[src/rtl/clampSeqPkg.sv]
package clampSeqPkg;

  localparam int WORD_W     = 8;
  localparam int STEP_COUNT = 5;
  localparam int STEP_IDX_W = $clog2(STEP_COUNT);

  localparam logic [WORD_W-1:0] WORD_CLOSED = '1;
  localparam logic [WORD_W-1:0] WORD_OPEN   = '0;

  typedef enum logic [1:0] {
    ST_IDLE,
    ST_RAMP,
    ST_SHUT
  } seqState_t;

  // Strobes from control to datapath
  typedef struct packed {
    logic                  loadClosed;
    logic                  loadStep;
    logic [STEP_IDX_W-1:0] stepSel;
    logic                  armWait;
  } pathCmd_t;

  // Opening ladder: rung k clears a growing group of low bits
  function automatic logic [WORD_W-1:0] ladderWord(input logic [STEP_IDX_W-1:0] idx);
    logic [WORD_W-1:0] w;
    case (idx)
      STEP_IDX_W'(0): w = 8'hFF;
      STEP_IDX_W'(1): w = 8'hFE;
      STEP_IDX_W'(2): w = 8'hF8;
      STEP_IDX_W'(3): w = 8'hF0;
      default:        w = 8'h00;
    endcase
    return w;
  endfunction

endpackage

[src/rtl/clampSeqPath.sv]
module clampSeqPath
  import clampSeqPkg::*;
#(
  parameter int WAIT_CYC = 10
) (
  input  logic              clk,
  input  logic              rstN,
  input  pathCmd_t          cmd,
  output logic [WORD_W-1:0] switchWord,
  output logic              waitDone,
  output logic              wordOpen
);

  localparam int CNT_W = (WAIT_CYC < 2) ? 1 : $clog2(WAIT_CYC);
  localparam logic [CNT_W-1:0] CNT_LOAD = CNT_W'(WAIT_CYC - 1);

  logic [WORD_W-1:0] wordQ;
  logic [CNT_W-1:0]  waitCnt;

  always_ff @(posedge clk or negedge rstN) begin
    if (!rstN) begin
      wordQ <= WORD_CLOSED;
    end else if (cmd.loadClosed) begin
      wordQ <= WORD_CLOSED;
    end else if (cmd.loadStep) begin
      wordQ <= ladderWord(cmd.stepSel);
    end
  end

  always_ff @(posedge clk or negedge rstN) begin
    if (!rstN) begin
      waitCnt <= '0;
    end else if (cmd.armWait) begin
      waitCnt <= CNT_LOAD;
    end else if (waitCnt != '0) begin
      waitCnt <= waitCnt - 1'b1;
    end
  end

  assign switchWord = wordQ;
  assign waitDone   = (waitCnt == '0);
  assign wordOpen   = (wordQ == WORD_OPEN);


  settle_hold_chk: assert property (@(posedge clk) disable iff (!rstN)
    (waitCnt != '0) |=> $stable(wordQ));


  ladder_order_chk: assert property (@(posedge clk) disable iff (!rstN)
    (wordQ != $past(wordQ)) |-> ((wordQ == WORD_CLOSED) || (wordQ < $past(wordQ))));

endmodule

[src/rtl/clampSeqCtrl.sv]
module clampSeqCtrl
  import clampSeqPkg::*;
(
  input  logic     clk,
  input  logic     rstN,
  input  logic     enReq,
  input  logic     disReq,
  input  logic     waitDone,
  input  logic     wordOpen,
  output pathCmd_t cmd,
  output logic     busy,
  output logic     done
);

  localparam logic [STEP_IDX_W-1:0] LAST_IDX = STEP_IDX_W'(STEP_COUNT - 1);

  seqState_t             stateQ, stateNxt;
  logic [STEP_IDX_W-1:0] stepIdxQ, idxNxt;
  logic                  doneQ, doneNxt;

  always_comb begin
    stateNxt = stateQ;
    idxNxt   = stepIdxQ;
    doneNxt  = 1'b0;
    cmd      = '0;
    case (stateQ)
      ST_IDLE: begin
        if (disReq) begin
          // close wins over a simultaneous open
          cmd.loadClosed = 1'b1;
          cmd.armWait    = 1'b1;
          stateNxt       = ST_SHUT;
        end else if (enReq) begin
          if (wordOpen) begin
            doneNxt = 1'b1;
          end else begin
            idxNxt      = '0;
            cmd.loadStep = 1'b1;
            cmd.stepSel  = '0;
            cmd.armWait  = 1'b1;
            stateNxt     = ST_RAMP;
          end
        end
      end
      ST_RAMP: begin
        if (waitDone) begin
          if (stepIdxQ == LAST_IDX) begin
            stateNxt = ST_IDLE;
            doneNxt  = 1'b1;
          end else begin
            idxNxt       = stepIdxQ + 1'b1;
            cmd.loadStep = 1'b1;
            cmd.stepSel  = stepIdxQ + 1'b1;
            cmd.armWait  = 1'b1;
          end
        end
      end
      ST_SHUT: begin
        if (waitDone) begin
          stateNxt = ST_IDLE;
          doneNxt  = 1'b1;
        end
      end
      default: stateNxt = ST_IDLE;
    endcase
  end

  always_ff @(posedge clk or negedge rstN) begin
    if (!rstN) begin
      stateQ   <= ST_IDLE;
      stepIdxQ <= '0;
      doneQ    <= 1'b0;
    end else begin
      stateQ   <= stateNxt;
      stepIdxQ <= idxNxt;
      doneQ    <= doneNxt;
    end
  end

  assign busy = (stateQ != ST_IDLE);
  assign done = doneQ;


  done_idle_chk: assert property (@(posedge clk) disable iff (!rstN)
    doneQ |-> !busy);


  no_early_done_chk: assert property (@(posedge clk) disable iff (!rstN)
    (busy && !waitDone) |=> (!doneQ && busy));


  busy_ignore_chk: assert property (@(posedge clk) disable iff (!rstN)
    (busy && (enReq || disReq) && !waitDone) |=> (stateQ == $past(stateQ) && stepIdxQ == $past(stepIdxQ)));

endmodule

[src/rtl/clampSeq.sv]
module clampSeq
  import clampSeqPkg::*;
#(
  parameter int CYC_PER_US = 100,
  parameter int SETTLE_US  = 10
) (
  input  logic              clk,
  input  logic              rstN,
  input  logic              enReq,
  input  logic              disReq,
  output logic [WORD_W-1:0] switchWord,
  output logic              busy,
  output logic              done
);

  localparam int WAIT_CYC = SETTLE_US * CYC_PER_US;

  pathCmd_t cmd;
  logic     waitDone;
  logic     wordOpen;

  clampSeqCtrl u_ctrl (
    .clk      (clk),
    .rstN     (rstN),
    .enReq    (enReq),
    .disReq   (disReq),
    .waitDone (waitDone),
    .wordOpen (wordOpen),
    .cmd      (cmd),
    .busy     (busy),
    .done     (done)
  );

  clampSeqPath #(.WAIT_CYC(WAIT_CYC)) u_path (
    .clk        (clk),
    .rstN       (rstN),
    .cmd        (cmd),
    .switchWord (switchWord),
    .waitDone   (waitDone),
    .wordOpen   (wordOpen)
  );


  open_skip_chk: assert property (@(posedge clk) disable iff (!rstN)
    (!busy && enReq && !disReq && switchWord == WORD_OPEN) |=> (done && !busy && switchWord == WORD_OPEN));


  close_wins_chk: assert property (@(posedge clk) disable iff (!rstN)
    (!busy && disReq) |=> (busy && switchWord == WORD_CLOSED && !done));

endmodule

[config.mk]
export PLATFORM = sky130hd
export DESIGN_NAME = clampSeq
export DESIGN_NICKNAME = d
export VERILOG_FILES = /design/src/rtl/clampSeqPkg.sv /design/src/rtl/clampSeqPath.sv /design/src/rtl/clampSeqCtrl.sv /design/src/rtl/clampSeq.sv
export SDC_FILE = /design/constraint.sdc
export NUM_CORES = 1
export LEC_CHECK = 0
export BUFFER_PORTS_ARGS = -buffer_cell sky130_fd_sc_hd__buf_4
export CAP_MARGIN = 20
export CORE_ASPECT_RATIO = 1.2
export CORE_MARGIN = 2
export CORE_UTILIZATION = 55
export CTS_CLUSTER_SIZE = 16
export DETAILED_ROUTE_END_ITERATION = 8
export PLACE_DENSITY = 0.83
export SYNTH_ARGS = -nofsm -noshare
export SYNTH_HDL_FRONTEND = slang
export SYNTH_HIERARCHICAL = 1
export SYNTH_SLANG_ARGS = --single-unit
[constraint.sdc]
create_clock -name clk -period 3 [get_ports clk]
set_clock_uncertainty 0.15 [all_clocks]
set_input_delay 0.15 -clock clk [delete_from_list [all_inputs] [get_ports clk]]
set_output_delay 0.15 -clock clk [all_outputs]
set_load 0.05 [all_outputs]
==> results.yml, run 1 <==
route:
  wire_per_inst_um: 14.5
  drtIter0Drc: 18
  viasPerCell: 6.06
  drcViolationCount: 0
  vias: 891
  routed_wl_um: 2130
  dr.pass1.iters: 4
  ant_nets: 0
timing:
  grt_setup_unrepaired: "yes"
  hold_viol: 0
  setup_viol: 0
  finalCritPeriodShare_pct: 97.0
  fmax_ghz: 0.344
  period_minus_slack_ns: 2.91
  slew_viol_final: 0
  max-slew-margin-rel_pct: 74.3
  setup_slack_ns: 0.0898
  worst_pin_slew_ns: 0.380
critical_path:
  start_kind: "register"
  worst_setup_path_end_kind: "register"
  crit_type: "register to register"
  crit_fanout: 6
  r2r_slack_ns: 0.09
  r2r_cells: 11
  worstPathArrival_ns: 2.99
  crit_required_ns: 3.08
yosys:
  synth-xor-area-share_pct: 1.59
  synth_top_family_by_area: "simple AND/OR/NAND/NOR gates"
  ys.flop_type: "dfrtp_1"
  netlist_top_cells_area: "dfrtp_1 (36%), dfstp_2 (9.5%), a21oi_1 (3.6%), o21ai_0 (3.6%), buf_4 (3.4%)"
  synth_area_um2: 1100
  syn-num-nets: 120
  yosysTopAreaCell: "dfrtp_1"
  muxShareOfSynthArea_pct: 0.906
  synth_seq_cells: 20
  ys_warn_count: 6
  syn_inst: 113
  ys_async_sr_fraction_pct: 100
  synth_edf_count: 0
  yosys.area_share.simple_pct: 21.7
  yosys.area_share.adder_pct: 3.40
  post_synth_num_cell_types: 40
  syn_area_per_cell_um2: 9.78
  synth_top_area_share_pct: 36.2
  synth_compound_area_share_pct: 19.0
  synth-seq-area-share_pct: 45.8
power:
  swShare_pct: 38.5
  p_clk_share_pct: 15.0
  power.density_nw_per_um2: 703
  p_sw_w: 0.000338
  power_frac_seq_pct: 51.5
  vdd_drop_max_mv: 0.449
  totalPowerFinal_w: 0.000878
  p_comb_share_pct: 33.5
  p_leak_nw: 0.508
  p_int_w: 0.000540
clock_network:
  clock-sinks: 20
  clk_pin_slew_ns: 0.11
  ctsHtreeMaxLevel: 1
  clkLatencyLatePin_ns: 0.29
  cts_buffer_depth: 2
  cts-buffers-inserted: 3
  ctsRootBufferMaster: "clkbuf_4"
  cts_tree: "yes"
global_route:
  first_global_vias: 807
  track_usage_pct: 20.2
  grt_max_degree: 21
  grt_pass1_wl_um: 3450
  grt_overflow_total: 0
  grt_antenna_before_repair: 0
final_layout:
  fillers: 144
  seq_area_um2: 505
  fin_nets: 136
  drive_gt1_share_pct: 22.7
  fin_util_pct: 66.7
  final_common_cell: "dfrtp_1"
  area_growth_pct: 13.0
  multi_input_area_um2: 518
  stdcell_area_um2: 1250
  mostFrequentLayoutCells: "dfrtp_1 (16), buf_4 (15), inv_1 (10)"
  num_antenna_cells: 0
place:
  dp_slack_ns: 0.129
  hpwl_um: 1570
  dpl_cell_area_um2: 1200
  io_buffers: 13
  place_congestion: 0.863
floorplan:
  die_h_um: 53.1
  die_x_um: 44.9
  core.rowCount: 17
  start_util_pct: 59.0
  core-area_um2: 1870
  ios: 14
  die_area_um2: 2380
worst_hold_path:
  hold_class: "input pin to asynchronous set/reset pin"
outcome:
  outcome: "finished clean"
job:
  max-cap-violations: 0
==> critical path: stages, from the launching register on <==
cell and delay [ns]:
dfrtp_1 0.41, inv_1 0.10, ha_2 0.23, or4b_1 0.47, or3_4 0.41, clkinv_2 0.11
nand3b_1 0.15, nand2b_1 0.24, nor2_1 0.26, o21ai_0 0.15, o21ai_0 0.09, nand2b_1 0.07
==> cell usage after synthesis, types with 2 or more instances <==
library cell  number
a211o_1            2
a211oi_1           2
a21oi_1            8
and2_1             2
buf_4              5
dfrtp_1           16
dfstp_2            4
ha_1               3
inv_1             10
nand2_1            6
nand2b_1           6
nor2_1             6
nor3_1             3
nor4_1             2
o21ai_0            8
o22ai_1            2
o2bb2ai_1          2
o31ai_1            3
xnor2_1            2
==> logic make-up after synthesis <==
logic type | Yosys count
simple gates | 39
compound gates | 31
flops | 20
buf+inv | 17
fa+ha+maj | 3
xor+xnor | 2
mux | 1
==> final timing paths <==
kind                                    from              endpoint
setup / recovery           u_path/waitCnt[0]  u_path/switchWord[2]
hold / removal                          rstN    u_ctrl/stepIdxQ[2]
setup reg to reg           u_path/waitCnt[0]  u_path/switchWord[2]
hold reg to reg             u_ctrl/stateQ[0]      u_ctrl/stateQ[1]
max in group asynchronous               rstN  u_path/switchWord[3]
min in group clk                       enReq           u_ctrl/done
==> power groups by stage <==
| stage | logic (W) | clock network, W | registers [W] |
|---|---|---|---|
| final | 0.000294 | 0.000132 | 0.000452 |
| after global placement | 0.000273 | 0 | 0.000450 |
| after detailed placement | 0.000281 | 0 | 0.000455 |
| after global routing | 0.000319 | 0.000149 | 0.000465 |
| after CTS | 0.000286 | 0.000134 | 0.000450 |
| after floorplan | 0.000174 | 0 | 0.000475 |
==> metal layers <==
layer  track usage, %  vias up  wire length, µm
li1                 -      430                -
met3             2.73        0               90
met2             35.5       25             1130
met5                0        -                0
met1             24.0      436              908
met4             9.31        0                0
==> through the flow <==
step / std cells / setup TNS [ns] / hold WS, ns
CTS: 147 / 0 / 0.110
finish: 147 / 0 / 0.0984
global route: 147 / -0.0279 / 0.109
floorplan: 113 / 0 / -0.296
detailed placement: 141 / 0 / -0.110
global placement: 141 / 0 / -0.110
==> flip-flops by register name, summed over array words and instances, names as in the netlist <==
| signal | count |
|---|---|
| u_path/waitCnt | 10 |
| u_path/switchWord | 4 |
| u_ctrl/stepIdxQ | 3 |
| u_ctrl/stateQ | 2 |
| u_ctrl/done | 1 |
==> cell type report <==
type / count / share of cell area (%)
multi-input combinational: 76 / 41.5
tap: 19 / 1.90
sequential: 20 / 40.5
timing repair buffer: 17 / 10.6
clock buffer: 4 / 2.10
inverter: 11 / 3.41
==> what timing repair did <==
action / 4_1_cts / 5_1_grt
hold endpoints to repair: 21 / 0
setup endpoints to repair: 0 / 7
hold buffers: 2 / 0
buffers inserted: 0 / 0
gates resized for setup: 0 / 1
Power figures use the tool's default switching activity.
==> inputs of run 2 (changes only) <==
SYNTH_HIERARCHICAL = unset   (was 1)
clock period = 2.8 ns   (was 3 ns; I/O delays follow)
==> results.yml, run 2 <==
final_layout:
  num_antenna_cells: 0
  fin_util_pct: 64.3
  fillers: 178
  mostFrequentLayoutCells: "nand2_1 (16), dfrtp_1 (16), buf_4 (14)"
  top_register: "u_path.waitCnt"
  layout.cells.non_filler: 170
  area_growth_pct: 9.90
  fin_nets: 149
  drive_gt1_share_pct: 21.4
  largest_reg_flops: 10
  seq_area_um2: 505
  multi_input_area_um2: 627
yosys:
  syn_inst: 127
  post_synth_num_cell_types: 40
  netlist_top_cells_area: "dfrtp_1 (33%), dfstp_2 (8.6%), nand2_1 (4.9%), ha_1 (4.1%), a211oi_1 (3.7%)"
  synth_top_area_share_pct: 32.7
  ys_warn_count: 0
  syn_area_per_cell_um2: 9.65
  synth_area_um2: 1230
  ys_top_cells_by_count: "dfrtp_1 (16), nand2_1 (16), nor2_1 (8)"
  synth_edf_count: 0
  syn-num-nets: 135
  yosysTopAreaCell: "dfrtp_1"
  synth_seq_cells: 20
  ys.flop_type: "dfrtp_1"
  synth-seq-area-share_pct: 41.2
  ys_async_sr_fraction_pct: 100
timing:
  setup_viol: 0
  finalSetupTns_ns: 0
  hold_viol: 0
  worst_pin_slew_ns: 0.509
  max-slew-margin-rel_pct: 66.0
  finalCritPeriodShare_pct: 83.5
  grt_setup_unrepaired: "no"
  fmax_ghz: 0.428
  slew_viol_final: 0
  period_minus_slack_ns: 2.34
route:
  vias: 966
  viasPerCell: 5.68
  routed_wl_um: 2470
  drcViolationCount: 0
  drtIter0Drc: 14
  wire_per_inst_um: 14.5
  ant_nets: 0
  dr.pass1.iters: 4
critical_path:
  start_kind: "register"
  r2r_cells: 6
  worstPathArrival_ns: 2.37
  crit_fanout: 14
  crit_type: "register to register"
  crit_required_ns: 2.83
  worst_setup_path_end_kind: "register"
floorplan:
  core-area_um2: 2090
  core.rowCount: 18
  die_x_um: 47.1
  ios: 14
  die_area_um2: 2620
  die_h_um: 55.7
  start_util_pct: 58.5
place:
  dp.cells: 164
  io_buffers: 13
  place_congestion: 0.803
  hpwl_um: 1870
global_route:
  first_global_vias: 999
  grt_pass1_wl_um: 4370
  grt_overflow_total: 0
  grt_antenna_before_repair: 0
  grt_max_degree: 21
  track_usage_pct: 22.5
power:
  totalPowerFinal_w: 0.000439
  swShare_pct: 20.4
  power_frac_seq_pct: 65.8
  p_comb_share_pct: 2.9
  power.density_nw_per_um2: 326
  vdd_drop_max_mv: 0.223
  p_int_w: 0.000349
  p_leak_nw: 0.563
  p_clk_share_pct: 31.3
  p_sw_w: 0.0000896
clock_network:
  cts_setup_buffers: 0
  hold_buffers: 2
  clock-sinks: 20
  ctsHtreeMaxLevel: 1
  ctsRootBufferMaster: "clkbuf_4"
  clkLatencyLatePin_ns: 0.29
  clk_pin_slew_ns: 0.11
  cts_tree: "yes"
  cts_resized: 0
  cts-buffers-inserted: 3
  cts_buffer_depth: 2
worst_hold_path:
  min_path_cells: 3
  hold_class: "input pin to register"
job:
  max-cap-violations: 0
outcome:
  outcome: "finished clean"
-- run 2: changes by cell type in the layout (fill, tap and decap cells not counted), sizes merged, moves of 3 or more --
cell / delta
o21ai: -3
o31ai: -3
nand3: +4
nor2b: +3
inv: -3
a211oi: +4
o22ai: -3
a21boi: +3
mux2i: +3
nand2b: -4
nand2: +10
nor3: +3
-- run 2: final timing paths --
check / start / end / slack [ns]
max reg2reg: u_path.waitCnt[0] / u_path.waitCnt[4] / 0.46
min: enReq / u_ctrl.stateQ[0] / 0.05
max in group asynchronous: rstN / u_path.switchWord[2] / 2.13
min reg2reg: u_ctrl.stateQ[1] / u_ctrl.stateQ[0] / 0.41
max: u_path.waitCnt[0] / u_path.waitCnt[4] / 0.46
min in group asynchronous: rstN / u_path.waitCnt[4] / 0.10
-- run 2: metrics by stage --
step	cell area [µm²]	setup slack, ns	hold WS, ns
finish	1350	0.462	0.0501
detailed placement	1300	0.498	-0.115
floorplan	1230	0.947	-0.306
global placement	1300	0.618	-0.122
CTS	1350	0.466	0.0363
global route	1350	0.270	0.101
-- run 2: cell families after synthesis --
group,after synthesis,share of synthesized area [%]
XOR/XNOR,3,2.14
AND/OR/NAND/NOR,52,24.0
adder cells (fa/ha/maj),4,4.08
multiplexers,4,3.27
flip-flops,20,41.2
buffers and inverters,14,7.65
AO/OA/AOI/OAI,30,17.7
-- run 2: power by group through the flow --
stage	registers [W]	logic (W)	clock network (W)
after detailed placement	0.000294	0.0000108	0
after CTS	0.000289	0.0000130	0.000146
after global placement	0.000294	0.0000104	0
final	0.000289	0.0000126	0.000137
after global routing	0.000289	0.0000143	0.000159
after floorplan	0.000294	0.000000877	0
-- run 2: worst max-delay path: stages (launching register included) --
cell	delay (ns)
dfrtp_1	0.44
inv_1	0.14
ha_1	0.17
nor2b_1	0.35
and3_1	0.55
a21oi_2	0.24
a21boi_0	0.18
-- run 2: area by class of cell --
class                      instances  share of cell area [%]
multi-input combinational         93                    46.5
sequential                        20                    37.5
timing repair buffer              16                    9.29
tap                               30                    2.79
clock buffer                       4                    1.95
inverter                           7                    1.95
-- run 2: layer usage --
layer	part of all wire, %	up-vias	global-route usage [%]
met5	0	-	0
met4	2.3	0	9.92
met3	1.3	6	3.90
met2	54	11	38.0
met1	42	469	26.6
li1	-	480	-
==> inputs of run 3 (changes only) <==
CORE_UTILIZATION = 51   (was 55)
PLACE_DENSITY = 0.81   (was 0.83)
clock period = 1.93 ns   (was 2.8 ns; I/O delays follow)
==> results.yml, run 3 (same netlist as run 2, synthesis figures left out) <==
outcome:
  outcome: "finished clean"
route:
  drtIter0Drc: 22
  vias: 1015
  drcViolationCount: 0
  viasPerCell: 5.67
  routed_wl_um: 2450
  dr.pass1.iters: 4
  ant_nets: 0
  wire_per_inst_um: 13.7
floorplan:
  die_h_um: 57.7
  die_area_um2: 2810
  die_x_um: 48.8
  start_util_pct: 53.7
  core.rowCount: 19
  core-area_um2: 2280
  ios: 14
critical_path:
  crit_start: "u_path.waitCnt[0]"
  cpPeakStageDelay_ns: 0.39
  slowest_stage: "dfrtp_1"
  crit_type: "register to register"
  r2r_cells: 7
  crit_required_ns: 2.00
  crit_fanout: 8
  rr_startpoint: "u_path.waitCnt[0]"
  worst_setup_path_end_kind: "register"
  crit_chain: "inv_1 -> ha_1 -> nor2b_1 -> and3_2 -> buf_4 -> a21oi_2 -> a21o_1"
  r2r_slack_ns: 0.14
  endpoint: "u_ctrl.stepIdxQ[0]"
  worstPathArrival_ns: 1.86
  r2r-end: "u_ctrl.stepIdxQ[0]"
  start_kind: "register"
final_layout:
  top_register: "u_path.waitCnt"
  area_growth_pct: 16.0
  final_common_cell: "buf_4"
  num_antenna_cells: 0
  largest_reg_flops: 10
  seq_area_um2: 505
  fillers: 199
  fin_nets: 157
  mostFrequentLayoutCells: "buf_4 (21), nand2_1 (16), dfrtp_1 (16)"
  multi_input_area_um2: 628
  fin_util_pct: 62.3
  drive_gt1_share_pct: 26.4
timing:
  finalSetupTns_ns: 0
  period_minus_slack_ns: 1.79
  max-slew-margin-rel_pct: 78.5
  setup_slack_ns: 0.139
  worst_pin_slew_ns: 0.322
  grt_setup_unrepaired: "no"
  fmax_ghz: 0.558
  hold_viol: 0
  slew_viol_final: 0
  setup_viol: 0
  finalCritPeriodShare_pct: 92.8
global_route:
  track_usage_pct: 19.7
  grt_overflow_total: 0
  grt_max_degree: 21
  grt_antenna_before_repair: 0
  first_global_vias: 954
  grt_pass1_wl_um: 4230
worst_hold_path:
  hold_class: "input pin to asynchronous set/reset pin"
place:
  hpwl_um: 1810
  dp_slack_ns: 0.0296
  place_congestion: 0.799
  io_buffers: 13
clock_network:
  clk_pin_slew_ns: 0.11
  clkLatencyLatePin_ns: 0.31
  cts-buffers-inserted: 3
  clock-sinks: 20
  ctsHtreeMaxLevel: 1
  cts_tree: "yes"
  cts_buffer_depth: 2
  ctsRootBufferMaster: "clkbuf_4"
power:
  p_leak_nw: 0.608
  power.density_nw_per_um2: 483
  vdd_drop_max_mv: 0.246
job:
  max-cap-violations: 0
==> run 3: changes by cell type in the layout (fill, tap and decap cells not counted), sizes merged <==
cell         delta
buf             +7
dlygate4sd3     +1
==> run 3: how the worst min path moves through the flow <==
stage / end / slack [ns] / from
floorplan: u_ctrl.done / -0.35 / rstN
global placement: u_path.waitCnt[7] / -0.16 / rstN
detailed placement: u_path.waitCnt[7] / -0.16 / rstN
CTS: u_path.waitCnt[1] / 0.04 / rstN
global route: u_path.waitCnt[1] / 0.04 / rstN
finish: u_path.waitCnt[1] / 0.03 / rstN
==> run 3: cell type report <==
cell class / count / share of cell area [%]
clock buffer: 4 / 2.55
sequential: 20 / 35.5
inverter: 7 / 1.85
tap: 31 / 2.73
timing repair buffer: 24 / 13.2
multi-input combinational: 93 / 44.2
==> run 3: repair_timing <==
| item | CTS | global route |
|---|---|---|
| gates resized for setup | 0 | 1 |
| endpoints found under the hold margin | 27 | 0 |
| buffers inserted | 0 | 1 |
| hold buffers | 3 | 0 |
| setup endpoints to repair | 0 | 13 |
==> run 3: worst max-delay path: cells and delay by family (launching register included) <==
kind / cells / cell delay (ns)
fa+ha+maj: 1 / 0.17
compound gates: 2 / 0.25
simple gates: 2 / 0.44
buf+inv: 2 / 0.30
flops: 1 / 0.39
==> run 3: per-stage QoR <==
| step | cell area [µm²] | power [W] | cells | hold slack, ns |
|---|---|---|---|---|
| 6_report | 1420 | 0.000687 | 179 | 0.0344 |
| 5_1_grt | 1420 | 0.000717 | 179 | 0.0422 |
| 4_1_cts | 1410 | 0.000693 | 178 | 0.0378 |
| 3_5_place_dp | 1350 | 0.000443 | 171 | -0.163 |
| 3_3_place_gp | 1350 | 0.000442 | 171 | -0.164 |
| 2_1_floorplan | 1230 | 0.000428 | 127 | -0.349 |
==> run 3: power breakdown <==
group	internal, W	leakage (nW)	total (W)	switching, W
sequential	0.000419	0.214	0.000419	0
combinational	0.00000859	0.373	0.0000196	0.0000111
clock	0.000115	0.0210	0.000248	0.000133
total	0.000543	0.608	0.000687	0.000144
==> run 3: metal layers <==
metal | vias up | routed length (µm) | global-route usage, %
met5 | - | 0 | 0
met1 | 490 | 1090 | 24.2
met2 | 23 | 1220 | 33.9
met4 | 0 | 47 | 9.80
li1 | 497 | - | -
met3 | 5 | 89 | 3.09
